<file path="src/rtl/priv_legal_pkg.sv">
package priv_legal_pkg;

    localparam int LVL_W   = 2;
    localparam int XS_W    = 2;
    localparam int CBIE_W  = 2;
    localparam int FRM_W   = 3;
    localparam int N_ILL   = 12;
    localparam int N_VIRT  = 8;
    localparam int N_CBEN  = 2;   // enable-bit cache-block classes: zero, clean/flush

    // illegal flag positions
    localparam int IL_SFVMA  = 0;
    localparam int IL_SFPART = 1;
    localparam int IL_HFG    = 2;
    localparam int IL_HFV    = 3;
    localparam int IL_HLSV   = 4;
    localparam int IL_WFI    = 5;
    localparam int IL_CBZ    = 6;
    localparam int IL_CBCF   = 7;
    localparam int IL_CBI    = 8;
    localparam int IL_FP     = 9;
    localparam int IL_VEC    = 10;
    localparam int IL_FRM    = 11;

    // virtual flag positions
    localparam int VI_SFVMA  = 0;
    localparam int VI_SFPART = 1;
    localparam int VI_HF     = 2;
    localparam int VI_HLSV   = 3;
    localparam int VI_WFI    = 4;
    localparam int VI_CBZ    = 5;
    localparam int VI_CBCF   = 6;
    localparam int VI_CBI    = 7;

    localparam logic [XS_W-1:0]   XS_OFF     = 2'b00;
    localparam logic [CBIE_W-1:0] CBIE_OFF   = 2'b00;
    localparam logic [CBIE_W-1:0] CBIE_FLUSH = 2'b01;
    localparam logic [CBIE_W-1:0] CBIE_RSVD  = 2'b10;
    localparam logic [CBIE_W-1:0] CBIE_INV   = 2'b11;

    typedef struct packed {
        logic m;
        logic hs;
        logic hu;
        logic vs;
        logic vu;
    } mode_t;

endpackage

</file>
<file path="src/rtl/priv_mode_decode.sv">
module priv_mode_decode
    import priv_legal_pkg::*;
(
    input  logic [LVL_W-1:0] lvl_i,
    input  logic             virt_i,
    output mode_t            mode_o
);

    always_comb begin
        mode_o = '0;
        if (lvl_i[1]) begin
            mode_o.m = 1'b1;
        end else begin
            unique case ({lvl_i[0], virt_i})
                2'b10:   mode_o.hs = 1'b1;
                2'b00:   mode_o.hu = 1'b1;
                2'b11:   mode_o.vs = 1'b1;
                default: mode_o.vu = 1'b1;
            endcase
        end
    end

endmodule

</file>
<file path="src/rtl/priv_sys_rules.sv">
module priv_sys_rules
    import priv_legal_pkg::*;
(
    input  mode_t mode_i,
    input  logic  tvm_i,
    input  logic  tw_i,
    input  logic  vtvm_i,
    input  logic  vtw_i,
    input  logic  hu_i,
    output logic  ill_sfvma_o,
    output logic  ill_sfpart_o,
    output logic  ill_hfg_o,
    output logic  ill_hfv_o,
    output logic  ill_hlsv_o,
    output logic  ill_wfi_o,
    output logic  vi_sfvma_o,
    output logic  vi_sfpart_o,
    output logic  vi_hf_o,
    output logic  vi_hlsv_o,
    output logic  vi_wfi_o
);

    logic guest;

    always_comb begin
        guest        = mode_i.vs | mode_i.vu;
        // native side
        ill_sfvma_o  = mode_i.hu | (mode_i.hs & tvm_i);
        ill_hfg_o    = mode_i.hu | (mode_i.hs & tvm_i);
        ill_sfpart_o = mode_i.hu;
        ill_hfv_o    = mode_i.hu;
        ill_hlsv_o   = mode_i.hu & ~hu_i;
        ill_wfi_o    = mode_i.hu | (~mode_i.m & tw_i);
        // guest side
        vi_sfvma_o   = mode_i.vu | (mode_i.vs & vtvm_i);
        vi_sfpart_o  = mode_i.vu;
        vi_hf_o      = guest;
        vi_hlsv_o    = guest;
        vi_wfi_o     = ~tw_i & (mode_i.vu | (mode_i.vs & vtw_i));
    end

endmodule

</file>
<file path="src/rtl/cbo_enable_rule.sv">
module cbo_enable_rule
    import priv_legal_pkg::*;
(
    input  mode_t mode_i,
    input  logic  m_en_i,
    input  logic  h_en_i,
    input  logic  s_en_i,
    output logic  ill_o,
    output logic  vi_o
);

    logic below_m;

    always_comb begin
        below_m = mode_i.hs | mode_i.hu | mode_i.vs | mode_i.vu;
        ill_o   = (below_m & ~m_en_i) | (mode_i.hu & ~s_en_i);
        vi_o    = m_en_i & ((mode_i.vs & ~h_en_i) |
                            (mode_i.vu & (~h_en_i | ~s_en_i)));
    end

endmodule

</file>
<file path="src/rtl/cbo_inval_rule.sv">
module cbo_inval_rule
    import priv_legal_pkg::*;
(
    input  mode_t             mode_i,
    input  logic [CBIE_W-1:0] m_ctl_i,
    input  logic [CBIE_W-1:0] h_ctl_i,
    input  logic [CBIE_W-1:0] s_ctl_i,
    output logic              ill_o,
    output logic              vi_o,
    output logic              flush_o
);

    function automatic logic is_off(input logic [CBIE_W-1:0] c);
        return (c == CBIE_OFF) || (c == CBIE_RSVD);
    endfunction

    logic m_off, h_off, s_off;
    logic m_fl, h_fl, s_fl;
    logic below_m;

    always_comb begin
        m_off   = is_off(m_ctl_i);
        h_off   = is_off(h_ctl_i);
        s_off   = is_off(s_ctl_i);
        m_fl    = (m_ctl_i == CBIE_FLUSH);
        h_fl    = (h_ctl_i == CBIE_FLUSH);
        s_fl    = (s_ctl_i == CBIE_FLUSH);
        below_m = mode_i.hs | mode_i.hu | mode_i.vs | mode_i.vu;

        ill_o   = (below_m & m_off) | (mode_i.hu & s_off);
        vi_o    = ~m_off & ((mode_i.vs & h_off) |
                            (mode_i.vu & (h_off | s_off)));
        flush_o = (mode_i.hs & m_fl) |
                  (mode_i.hu & (m_fl | s_fl)) |
                  (mode_i.vs & (m_fl | h_fl)) |
                  (mode_i.vu & (m_fl | h_fl | s_fl));
    end

endmodule

</file>
<file path="src/rtl/priv_legal_check.sv">
module priv_legal_check
    import priv_legal_pkg::*;
#(
    parameter int FRM_MAX = 4
) (
    input  logic [LVL_W-1:0]  priv_lvl_i,
    input  logic              priv_virt_i,
    input  logic              ms_tvm_i,
    input  logic              ms_tw_i,
    input  logic [XS_W-1:0]   ms_fs_i,
    input  logic [XS_W-1:0]   ms_vs_i,
    input  logic              hs_vtvm_i,
    input  logic              hs_vtw_i,
    input  logic              hs_hu_i,
    input  logic [FRM_W-1:0]  frm_i,
    input  logic              menv_cbze_i,
    input  logic              menv_cbcfe_i,
    input  logic [CBIE_W-1:0] menv_cbie_i,
    input  logic              henv_cbze_i,
    input  logic              henv_cbcfe_i,
    input  logic [CBIE_W-1:0] henv_cbie_i,
    input  logic              senv_cbze_i,
    input  logic              senv_cbcfe_i,
    input  logic [CBIE_W-1:0] senv_cbie_i,
    output logic [N_ILL-1:0]  ill_o,
    output logic [N_VIRT-1:0] vi_o,
    output logic              inval_flush_o
);

    localparam logic [FRM_W-1:0] FRM_LIM = FRM_W'(FRM_MAX);

    mode_t mode;

    logic ill_sfvma, ill_sfpart, ill_hfg, ill_hfv, ill_hlsv, ill_wfi;
    logic vi_sfvma, vi_sfpart, vi_hf, vi_hlsv, vi_wfi;
    logic ill_cbi, vi_cbi;

    logic [N_CBEN-1:0] cb_m_en, cb_h_en, cb_s_en;
    logic [N_CBEN-1:0] cb_ill, cb_vi;

    logic [N_ILL-1:0]  ill_d;
    logic [N_VIRT-1:0] vi_raw_d;
    logic [N_VIRT-1:0] vi_d;

    priv_mode_decode u_mode (
        .lvl_i  (priv_lvl_i),
        .virt_i (priv_virt_i),
        .mode_o (mode)
    );

    priv_sys_rules u_sys (
        .mode_i       (mode),
        .tvm_i        (ms_tvm_i),
        .tw_i         (ms_tw_i),
        .vtvm_i       (hs_vtvm_i),
        .vtw_i        (hs_vtw_i),
        .hu_i         (hs_hu_i),
        .ill_sfvma_o  (ill_sfvma),
        .ill_sfpart_o (ill_sfpart),
        .ill_hfg_o    (ill_hfg),
        .ill_hfv_o    (ill_hfv),
        .ill_hlsv_o   (ill_hlsv),
        .ill_wfi_o    (ill_wfi),
        .vi_sfvma_o   (vi_sfvma),
        .vi_sfpart_o  (vi_sfpart),
        .vi_hf_o      (vi_hf),
        .vi_hlsv_o    (vi_hlsv),
        .vi_wfi_o     (vi_wfi)
    );

    // index 0: zero, index 1: clean/flush
    assign cb_m_en = {menv_cbcfe_i, menv_cbze_i};
    assign cb_h_en = {henv_cbcfe_i, henv_cbze_i};
    assign cb_s_en = {senv_cbcfe_i, senv_cbze_i};

    for (genvar g = 0; g < N_CBEN; g++) begin : g_cben
        cbo_enable_rule u_rule (
            .mode_i (mode),
            .m_en_i (cb_m_en[g]),
            .h_en_i (cb_h_en[g]),
            .s_en_i (cb_s_en[g]),
            .ill_o  (cb_ill[g]),
            .vi_o   (cb_vi[g])
        );
    end

    cbo_inval_rule u_inval (
        .mode_i  (mode),
        .m_ctl_i (menv_cbie_i),
        .h_ctl_i (henv_cbie_i),
        .s_ctl_i (senv_cbie_i),
        .ill_o   (ill_cbi),
        .vi_o    (vi_cbi),
        .flush_o (inval_flush_o)
    );

    always_comb begin
        ill_d            = '0;
        ill_d[IL_SFVMA]  = ill_sfvma;
        ill_d[IL_SFPART] = ill_sfpart;
        ill_d[IL_HFG]    = ill_hfg;
        ill_d[IL_HFV]    = ill_hfv;
        ill_d[IL_HLSV]   = ill_hlsv;
        ill_d[IL_WFI]    = ill_wfi;
        ill_d[IL_CBZ]    = cb_ill[0];
        ill_d[IL_CBCF]   = cb_ill[1];
        ill_d[IL_CBI]    = ill_cbi;
        ill_d[IL_FP]     = (ms_fs_i == XS_OFF);
        ill_d[IL_VEC]    = (ms_vs_i == XS_OFF);
        ill_d[IL_FRM]    = (frm_i > FRM_LIM);

        vi_raw_d            = '0;
        vi_raw_d[VI_SFVMA]  = vi_sfvma;
        vi_raw_d[VI_SFPART] = vi_sfpart;
        vi_raw_d[VI_HF]     = vi_hf;
        vi_raw_d[VI_HLSV]   = vi_hlsv;
        vi_raw_d[VI_WFI]    = vi_wfi;
        vi_raw_d[VI_CBZ]    = cb_vi[0];
        vi_raw_d[VI_CBCF]   = cb_vi[1];
        vi_raw_d[VI_CBI]    = vi_cbi;

        // an illegal outcome pre-empts the virtual one of the same class
        vi_d            = vi_raw_d;
        vi_d[VI_SFVMA]  = vi_raw_d[VI_SFVMA]  & ~ill_d[IL_SFVMA];
        vi_d[VI_SFPART] = vi_raw_d[VI_SFPART] & ~ill_d[IL_SFPART];
        vi_d[VI_HF]     = vi_raw_d[VI_HF]     & ~(ill_d[IL_HFG] | ill_d[IL_HFV]);
        vi_d[VI_HLSV]   = vi_raw_d[VI_HLSV]   & ~ill_d[IL_HLSV];
        vi_d[VI_WFI]    = vi_raw_d[VI_WFI]    & ~ill_d[IL_WFI];
        vi_d[VI_CBZ]    = vi_raw_d[VI_CBZ]    & ~ill_d[IL_CBZ];
        vi_d[VI_CBCF]   = vi_raw_d[VI_CBCF]   & ~ill_d[IL_CBCF];
        vi_d[VI_CBI]    = vi_raw_d[VI_CBI]    & ~ill_d[IL_CBI];
    end

    assign ill_o = ill_d;
    assign vi_o  = vi_d;

endmodule

</file>
<file path="config.mk">
export PLATFORM = sky130hd
export DESIGN_NAME = priv_legal_check
export DESIGN_NICKNAME = d
export VERILOG_FILES = /design/src/rtl/priv_legal_pkg.sv /design/src/rtl/priv_mode_decode.sv /design/src/rtl/priv_sys_rules.sv /design/src/rtl/cbo_enable_rule.sv /design/src/rtl/cbo_inval_rule.sv /design/src/rtl/priv_legal_check.sv
export SDC_FILE = /design/constraint.sdc
export NUM_CORES = 1
export LEC_CHECK = 0
export ABC_CLOCK_PERIOD_IN_PS = 2000
export BUFFER_PORTS_ARGS = -buffer_cell sky130_fd_sc_hd__buf_4
export CORE_MARGIN = 1.5
export CORE_UTILIZATION = 32
export DETAILED_ROUTE_END_ITERATION = 8
export PLACE_DENSITY = 0.85
export SYNTH_ARGS = -nofsm -noshare
export SYNTH_HDL_FRONTEND = slang
export SYNTH_HIERARCHICAL = 1
export SYNTH_SLANG_ARGS = --single-unit
</file>
<file path="constraint.sdc">
create_clock -name vclk -period 2
set_clock_uncertainty 0.1 [all_clocks]
set_input_delay 0.3 -clock vclk [all_inputs]
set_output_delay 0.3 -clock vclk [all_outputs]
set_load 0.02 [all_outputs]
</file>
; Word level (Yosys, flattened, before mapping)
; Index checks and enable logic that the tools add are counted.
[word_totals]
reg_bits = 0
word_cells = 100
output_inout_bits = 21
inputBits = 27
[classes]
mux = 6
eq_ne = 8
magnitude_cmp = 1
bitwise = 75
n_reduce_logical = 10
[ops]
columns = cell, count
row1 = $and 1x1->1, 33
row2 = $or 1x1->1, 24
row3 = $not 1->1, 18
row4 = $logic_not 2->1, 6
row5 = $eq 2x2->1 const B, 5
row6 = $eq 2x1->1 const B, 3
row7 = $mux 1, 5
row8 = $mux 4, 1
row9 = $gt 3x3->1 const B, 1
row10 = $logic_or 1x1->1, 3
row11 = $reduce_or 3->1, 1

; Logic depth before layout (Yosys ltp)
; Gate-level depths: netlist (run 1).
[logic_depth]
word_depth = 11
mapped_depth = 5
mapped_depth_nobuf = 5

; Modules after synthesis
; Netlist (run 1), hierarchy kept.
[by_module_without_submodules]
columns = module, area_each_um2, cells_per_inst, seq_area_each_um2, n_inst
row1 = priv_legal_check, 123.9, 18, 0.0, 1
row2 = cbo_enable_rule, 45.0, 7, 0.0, 2
row3 = cbo_inval_rule, 86.3, 15, 0.0, 1
row4 = priv_sys_rules, 86.3, 13, 0.0, 1
row5 = priv_mode_decode, 37.5, 5, 0.0, 1

; Worst setup path before layout (run 1)
; No wires, ideal clock.
[synth_path]
kind = input to output
start = input priv_lvl_i[1]
end = output vi_o[5]
path_buffers = 0
stages = 4
slack_ps = -275
t_arrival_ps = 1875
cell_sequence = nor3b_1 nor4_1 a21oi_1 nor2b_1
[synth_between]
elab_chain_len = 8
word_cells_on_any_way = 13
cone_classes = mux (1) / bitwise (12)
[synth_lines]
columns = item, line_no
row1 = "start, declared", priv_legal_check.sv:6  ; input logic [LVL_W-1:0] priv_lvl_i,
row2 = $mux 4 *, priv_mode_decode.sv:11  ; if (lvl_i[1]) begin
row3 = $or 1x1->1 (3 in a row), cbo_enable_rule.sv:15  ; below_m = mode_i.hs | mode_i.hu | mode_i.vs | mode_i.vu;
row4 = $and 1x1->1, cbo_enable_rule.sv:16  ; ill_o = (below_m & ~m_en_i) | (mode_i.hu & ~s_en_i);
row5 = $or 1x1->1 *, cbo_enable_rule.sv:16
row6 = via ill_o[6], priv_legal_check.sv:25  ; output logic [N_ILL-1:0] ill_o,
row7 = $not 1->1 *, priv_legal_check.sv:129  ; vi_d[VI_CBZ] = vi_raw_d[VI_CBZ] & ~ill_d[IL_CBZ];
row8 = $and 1x1->1 *, priv_legal_check.sv:129
row9 = "end, declared", priv_legal_check.sv:26  ; output logic [N_VIRT-1:0] vi_o,
; The timed path passes the listed nets; every way through them passes the cells marked *.

==> flow_metrics.tcl, run 1 <==
set metrics [dict create \
    final_cells 117 \
    post_route_minimum_period_ns 1.800 \
    finalWirelength_um 1210 \
    timing_worst_setup_path_type "input port to output pin" \
    final_design_area_no_fill_um2 737.0 \
    cell_breakdown_of_the_critical_path "buf_4, nor3b_2, buf_4, nor4_1, a21oi_1, nor2b_1, buf_4" \
    swShare_pct 47.04 \
    fillers 113 \
    post_cts_buffers 0 \
    multi_input_comb_area_um2 321.6 \
    startpoint_type_of_the_worst_setup_path "input port" \
    initial_antenna_violation_count 0 \
    place.gp.congestion 0.7064 \
    fin_total_pwr_uw 169.9 \
    intPower_uw 89.96 \
    drt-wirelength-per-cell_um 10.34 \
    netlist_area_um2 424.2 \
    worst_setup_path_end_kind "output pin" \
    setup_slack_of_the_critical_path_after_layout_ns 0.1997 \
    die-area_mm2 0.001553 \
    nClkBuffers 0 \
    crit_slowest_cell "sky130_fd_sc_hd__nor4_1" \
    ctsHoldBuffers 0 \
    total_congestion_overflow_after_global_routing 0 \
    holdCritPathClass "input port to output pin" \
    post_route_fraction_of_the_period_consumed_by_the_critical_path_pct 90.01 \
    library_cells_used_by_synthesis 23 \
    initial_core_util_pct 36.22 \
    setup_viol 0 \
    critPathBufInv 3 \
    cts.repair.resized 0 \
    design.core.area_mm2 0.001171 \
    comb_power_share_pct 100.0 \
    detail-route-antenna-nets 0 \
    max_slew_margin_pct 83.06 \
    power_density_mw_per_mm2 230.5 \
    worst-endpoint-required_ns 1.60 \
    totalNegativeSetupSlack_ns 0 \
    layout.core_utilization_pct 62.93 \
    grt_pass1_vias 445 \
    drt_iter0_markers 1 \
    row_count 12 \
    grt_max_degree 15 \
    fin_hold_ws_ns 0.7452 \
    ioPinCount 48 \
    worst-endpoint-arrival_ns 1.40 \
    drt_pass1_iterations 2 \
    synth_sequential_area_ratio_pct 0 \
    post_synth.cell_area_avg_um2 6.525 \
    preCtsSetupSlack_ns 0.1883 \
    critical_path.max_stage_delay_ns 0.28 \
    maxSlewViolCount 0 \
    design.seq.count 0 \
    rsz0062_at_grt "false" \
    fmax_mhz 555.5 \
    port_buffers 48 \
    netsw_uw 79.91 \
    grt_pass1_wl_um 1725 \
    ir_worst_vdd_v 0.00009705 \
    post_placement_cell_count 117 \
    layout-area-overhead-vs-synth_pct 73.75 \
    dpl-instance-area_um2 737.0 \
    critPathMostFrequentCell "sky130_fd_sc_hd__buf_4" \
    status "completed" \
    hold_violations_final 0 \
    height_of_the_chip_um 39.41 \
    ys_warn_count 6 \
    post-route-drc-count 0 \
    clock_power_share_pct 0 \
    via_per_inst 4.615 \
    drive_gt1_share_pct 57.28 \
    timing.critical_path.max_delay_family "simple AND/OR/NAND/NOR gates" \
    net_count_of_the_finished_layout 132 \
    die_x_um 39.41 \
    insertedDiodeCount 0 \
    timing_worst_slew_pin_value_ns 0.2518 \
    vias 540 \
    netlist_instances 65 \
    max-cap-violations 0 \
    regArea_um2 0 \
    grtUsageTotal_pct 15.30 \
    p_leak_nw 0.4046 \
    pwr-share-seq_pct 0 \
    synth_nets 92 \
    crit_path_max_fanout 14 \
]
==> cell type report <==
type	instances	area share, %
repair buffers	51	51.95
multi-input cells	48	43.63
well taps	14	2.377
inverters	4	2.037
==> power by group through the flow <==
stage / Sequential [mW] / Combinational (mW) / Clock, mW
after global routing: 0 / 0.184 / 0
after detailed placement: 0 / 0.171 / 0
after floorplan: 0 / 0.0963 / 0
after CTS: 0 / 0.171 / 0
after global placement: 0 / 0.168 / 0
final: 0 / 0.170 / 0
==> placed cells by master, fill, tap and decap left out <==
cell type,n
sky130_fd_sc_hd__a21o_1,2
sky130_fd_sc_hd__a21o_2,1
sky130_fd_sc_hd__a21oi_1,4
sky130_fd_sc_hd__and3b_2,1
sky130_fd_sc_hd__buf_4,51
sky130_fd_sc_hd__inv_1,4
sky130_fd_sc_hd__nand2_1,5
sky130_fd_sc_hd__nand2b_1,2
sky130_fd_sc_hd__nand3_1,1
sky130_fd_sc_hd__nor2_1,5
sky130_fd_sc_hd__nor2b_1,11
sky130_fd_sc_hd__nor2b_4,1
sky130_fd_sc_hd__nor3_1,1
sky130_fd_sc_hd__nor3_2,1
sky130_fd_sc_hd__nor3b_1,1
sky130_fd_sc_hd__nor3b_2,2
sky130_fd_sc_hd__nor4_1,2
sky130_fd_sc_hd__o211ai_1,1
sky130_fd_sc_hd__o21a_1,1
sky130_fd_sc_hd__o21ai_0,1
sky130_fd_sc_hd__o21ai_1,1
sky130_fd_sc_hd__o22ai_1,1
sky130_fd_sc_hd__o32ai_2,2
sky130_fd_sc_hd__or2_1,1
==> layer usage <==
layer | share of wire, % | track usage, % | vias up | routed length [um]
li1 | - | - | 286 | -
met4 | 0 | 0 | 0 | 0
met3 | 14 | 1.136 | 0 | 174
met2 | 47 | 31.15 | 32 | 570
met5 | 0 | 0 | - | 0
met1 | 38 | 17.67 | 222 | 465
==> cells in the mapped netlist <==
master	count	share of area (%)
sky130_fd_sc_hd__o21a_1	1	1.8
sky130_fd_sc_hd__nor3_1	2	2.4
sky130_fd_sc_hd__nor4_1	2	2.9
sky130_fd_sc_hd__and3b_2	1	2.4
sky130_fd_sc_hd__o32ai_2	2	7.7
sky130_fd_sc_hd__nand2_1	5	4.4
sky130_fd_sc_hd__nor3b_1	2	3.5
sky130_fd_sc_hd__nand3_1	1	1.2
sky130_fd_sc_hd__nor2_1	5	4.4
sky130_fd_sc_hd__nor3b_2	1	2.9
sky130_fd_sc_hd__buf_4	13	23
sky130_fd_sc_hd__inv_1	4	3.5
sky130_fd_sc_hd__o22ai_1	1	1.5
sky130_fd_sc_hd__o21ai_1	1	1.2
sky130_fd_sc_hd__nand2b_1	2	2.9
sky130_fd_sc_hd__a21oi_1	4	4.7
sky130_fd_sc_hd__nor2b_4	1	3.2
sky130_fd_sc_hd__a21o_1	2	3.5
sky130_fd_sc_hd__a21o_2	1	2.1
sky130_fd_sc_hd__o21ai_0	1	1.2
sky130_fd_sc_hd__or2_1	1	1.5
sky130_fd_sc_hd__nor2b_1	11	16
sky130_fd_sc_hd__o211ai_1	1	1.8
==> worst paths after layout <==
| path | start | to | slack (ns) | cells past startpoint |
|---|---|---|---|---|
| setup / recovery | priv_virt_i | vi_o[5] | 0.20 | 7 |
| hold / removal | ms_fs_i[0] | ill_o[9] | 0.75 | 3 |
==> worst min-delay path: stages <==
cell                     delay (ns)
sky130_fd_sc_hd__buf_4         0.08
sky130_fd_sc_hd__nor2_1        0.03
sky130_fd_sc_hd__buf_4         0.14
==> cells by family (layout without fill, tap and decap cells) <==
kind of cell	count (synthesis)	in the layout	share of synthesized area [%]
buf+inv	17	55	26.55
compound gates	14	14	25.37
simple gates	34	34	48.08
No activity file was read; power rests on OpenSTA's default activity.
==> run 2, diff against run 1 <==
- BUFFER_PORTS_ARGS: -buffer_cell sky130_fd_sc_hd__buf_4 -> -buffer_cell sky130_fd_sc_hd__buf_2
- RECOVER_POWER: default -> 25
==> flow_metrics.tcl, run 2 (same netlist as run 1, synthesis figures left out) <==
set metrics [dict create \
    initial_core_util_pct 36.22 \
    mostFrequentLayoutCell "sky130_fd_sc_hd__buf_2" \
    max_slew_margin_pct 83.32 \
    timing_worst_setup_path_type "input port to output pin" \
    final_cells 117 \
    worst-endpoint-required_ns 1.60 \
    crit_path_max_fanout 10 \
    cts.repair.resized 0 \
    post_route_fraction_of_the_period_consumed_by_the_critical_path_pct 88.35 \
    p_leak_nw 0.3623 \
    die_x_um 39.41 \
    design.seq.count 0 \
    ioPinCount 48 \
    drive_gt1_share_pct 53.40 \
    holdCritPathClass "input port to output pin" \
    height_of_the_chip_um 39.41 \
    totalNegativeSetupSlack_ns 0 \
    total_congestion_overflow_after_global_routing 0 \
    rsz0062_at_grt "false" \
    layout-area-overhead-vs-synth_pct 44.25 \
    via_per_inst 4.658 \
    drt-wirelength-per-cell_um 9.427 \
    vias 545 \
    die-area_mm2 0.001553 \
    power_density_mw_per_mm2 228.0 \
    grt_pass1_wl_um 1580 \
    net_count_of_the_finished_layout 132 \
    status "completed" \
    finalWirelength_um 1103 \
    worst-endpoint-arrival_ns 1.37 \
    drt_pass1_iterations 3 \
    nClkBuffers 0 \
    grt_max_degree 15 \
    startpoint_type_of_the_worst_setup_path "input port" \
    regArea_um2 0 \
    grt_pass1_vias 411 \
    detail-route-antenna-nets 0 \
    place.gp.congestion 0.7277 \
    hold_violations_final 0 \
    post-dp-hpwl_um 946.8 \
    critPathLaunch "priv_lvl_i[1]" \
    row_count 12 \
    ir_worst_vdd_v 0.00006745 \
    port_buffers 48 \
    crit_path_to "vi_o[5]" \
    timing_worst_slew_pin_value_ns 0.2513 \
    fmax_mhz 565.9 \
    ctsHoldBuffers 0 \
    mostFrequentLayoutCells "44 x sky130_fd_sc_hd__buf_2, 11 x sky130_fd_sc_hd__nor2b_1, 5 x sky130_fd_sc_hd__nor2_1, 5 x sky130_fd_sc_hd__nand2_1" \
    post-route-drc-count 0 \
    max-cap-violations 0 \
    initial_antenna_violation_count 0 \
    worst_setup_path_end_kind "output pin" \
    maxSlewViolCount 0 \
    post_placement_cell_count 117 \
    drt_iter0_markers 4 \
    insertedDiodeCount 0 \
    setup_viol 0 \
    design.core.area_mm2 0.001171 \
    post_route_minimum_period_ns 1.767 \
    grtUsageTotal_pct 13.90 \
    post_cts_buffers 0 \
]
[run 2: cell count changes in the layout (fill, tap and decap cells not counted)]
cell and delta:
sky130_fd_sc_hd__buf_4 -48, sky130_fd_sc_hd__buf_2 +44, sky130_fd_sc_hd__clkbuf_1 +4
[run 2: where the power goes]
group          switching, mW  total (mW)  internal [mW]
Clock                      0           0              0
Combinational         0.0786       0.140         0.0609
Sequential                 0           0              0
Total                 0.0786       0.140         0.0609
[run 2: final cells by class]
type	count	area (um^2)
Fill cell	138	559.3
Multi-Input combinational cell	48	321.6
Timing Repair Buffer	51	257.7
Tap cell	14	17.52
Inverter	4	15.01
[run 2: metrics by stage]
step	util, %	instance area [um^2]	power (mW)	setup WS, ns	hold slack, ns
2_1_floorplan	-	434.2	0.09628	0.07429	0.5749
5_1_grt	52.24	611.8	0.1538	0.02836	0.7839
4_1_cts	52.67	616.8	0.1420	0.2206	0.7439
3_3_place_gp	52.67	616.8	0.1381	0.2591	0.7420
6_report	52.24	611.8	0.1395	0.2330	0.7551
3_5_place_dp	52.67	616.8	0.1417	0.2238	0.7444
[run 2: critical path: stages]
cell and delay, ns:
sky130_fd_sc_hd__buf_2 0.13, sky130_fd_sc_hd__and3b_2 0.28, sky130_fd_sc_hd__nor4_1 0.28, sky130_fd_sc_hd__a21oi_1 0.09, sky130_fd_sc_hd__nor2b_1 0.12, sky130_fd_sc_hd__buf_2 0.17
[run 2: worst min-delay path by stage]
| stage | slack [ns] | cells past startpoint | startpoint | to |
|---|---|---|---|---|
| after global routing | 0.78 | 3 | ms_vs_i[0] | ill_o[10] |
| after detailed placement | 0.74 | 3 | ms_fs_i[0] | ill_o[9] |
| after floorplan | 0.57 | 1 | ms_vs_i[0] | ill_o[10] |
| after global placement | 0.74 | 3 | ms_vs_i[0] | ill_o[10] |
| final | 0.76 | 3 | ms_vs_i[0] | ill_o[10] |
| after CTS | 0.74 | 3 | ms_fs_i[0] | ill_o[9] |
[run 2: per-layer routing]
layer / global-route usage, % / wire [um]
met1: 15.33 / 462
met2: 29.92 / 517
met3: 0 / 123
met4: 0 / 0
met5: 0 / 0
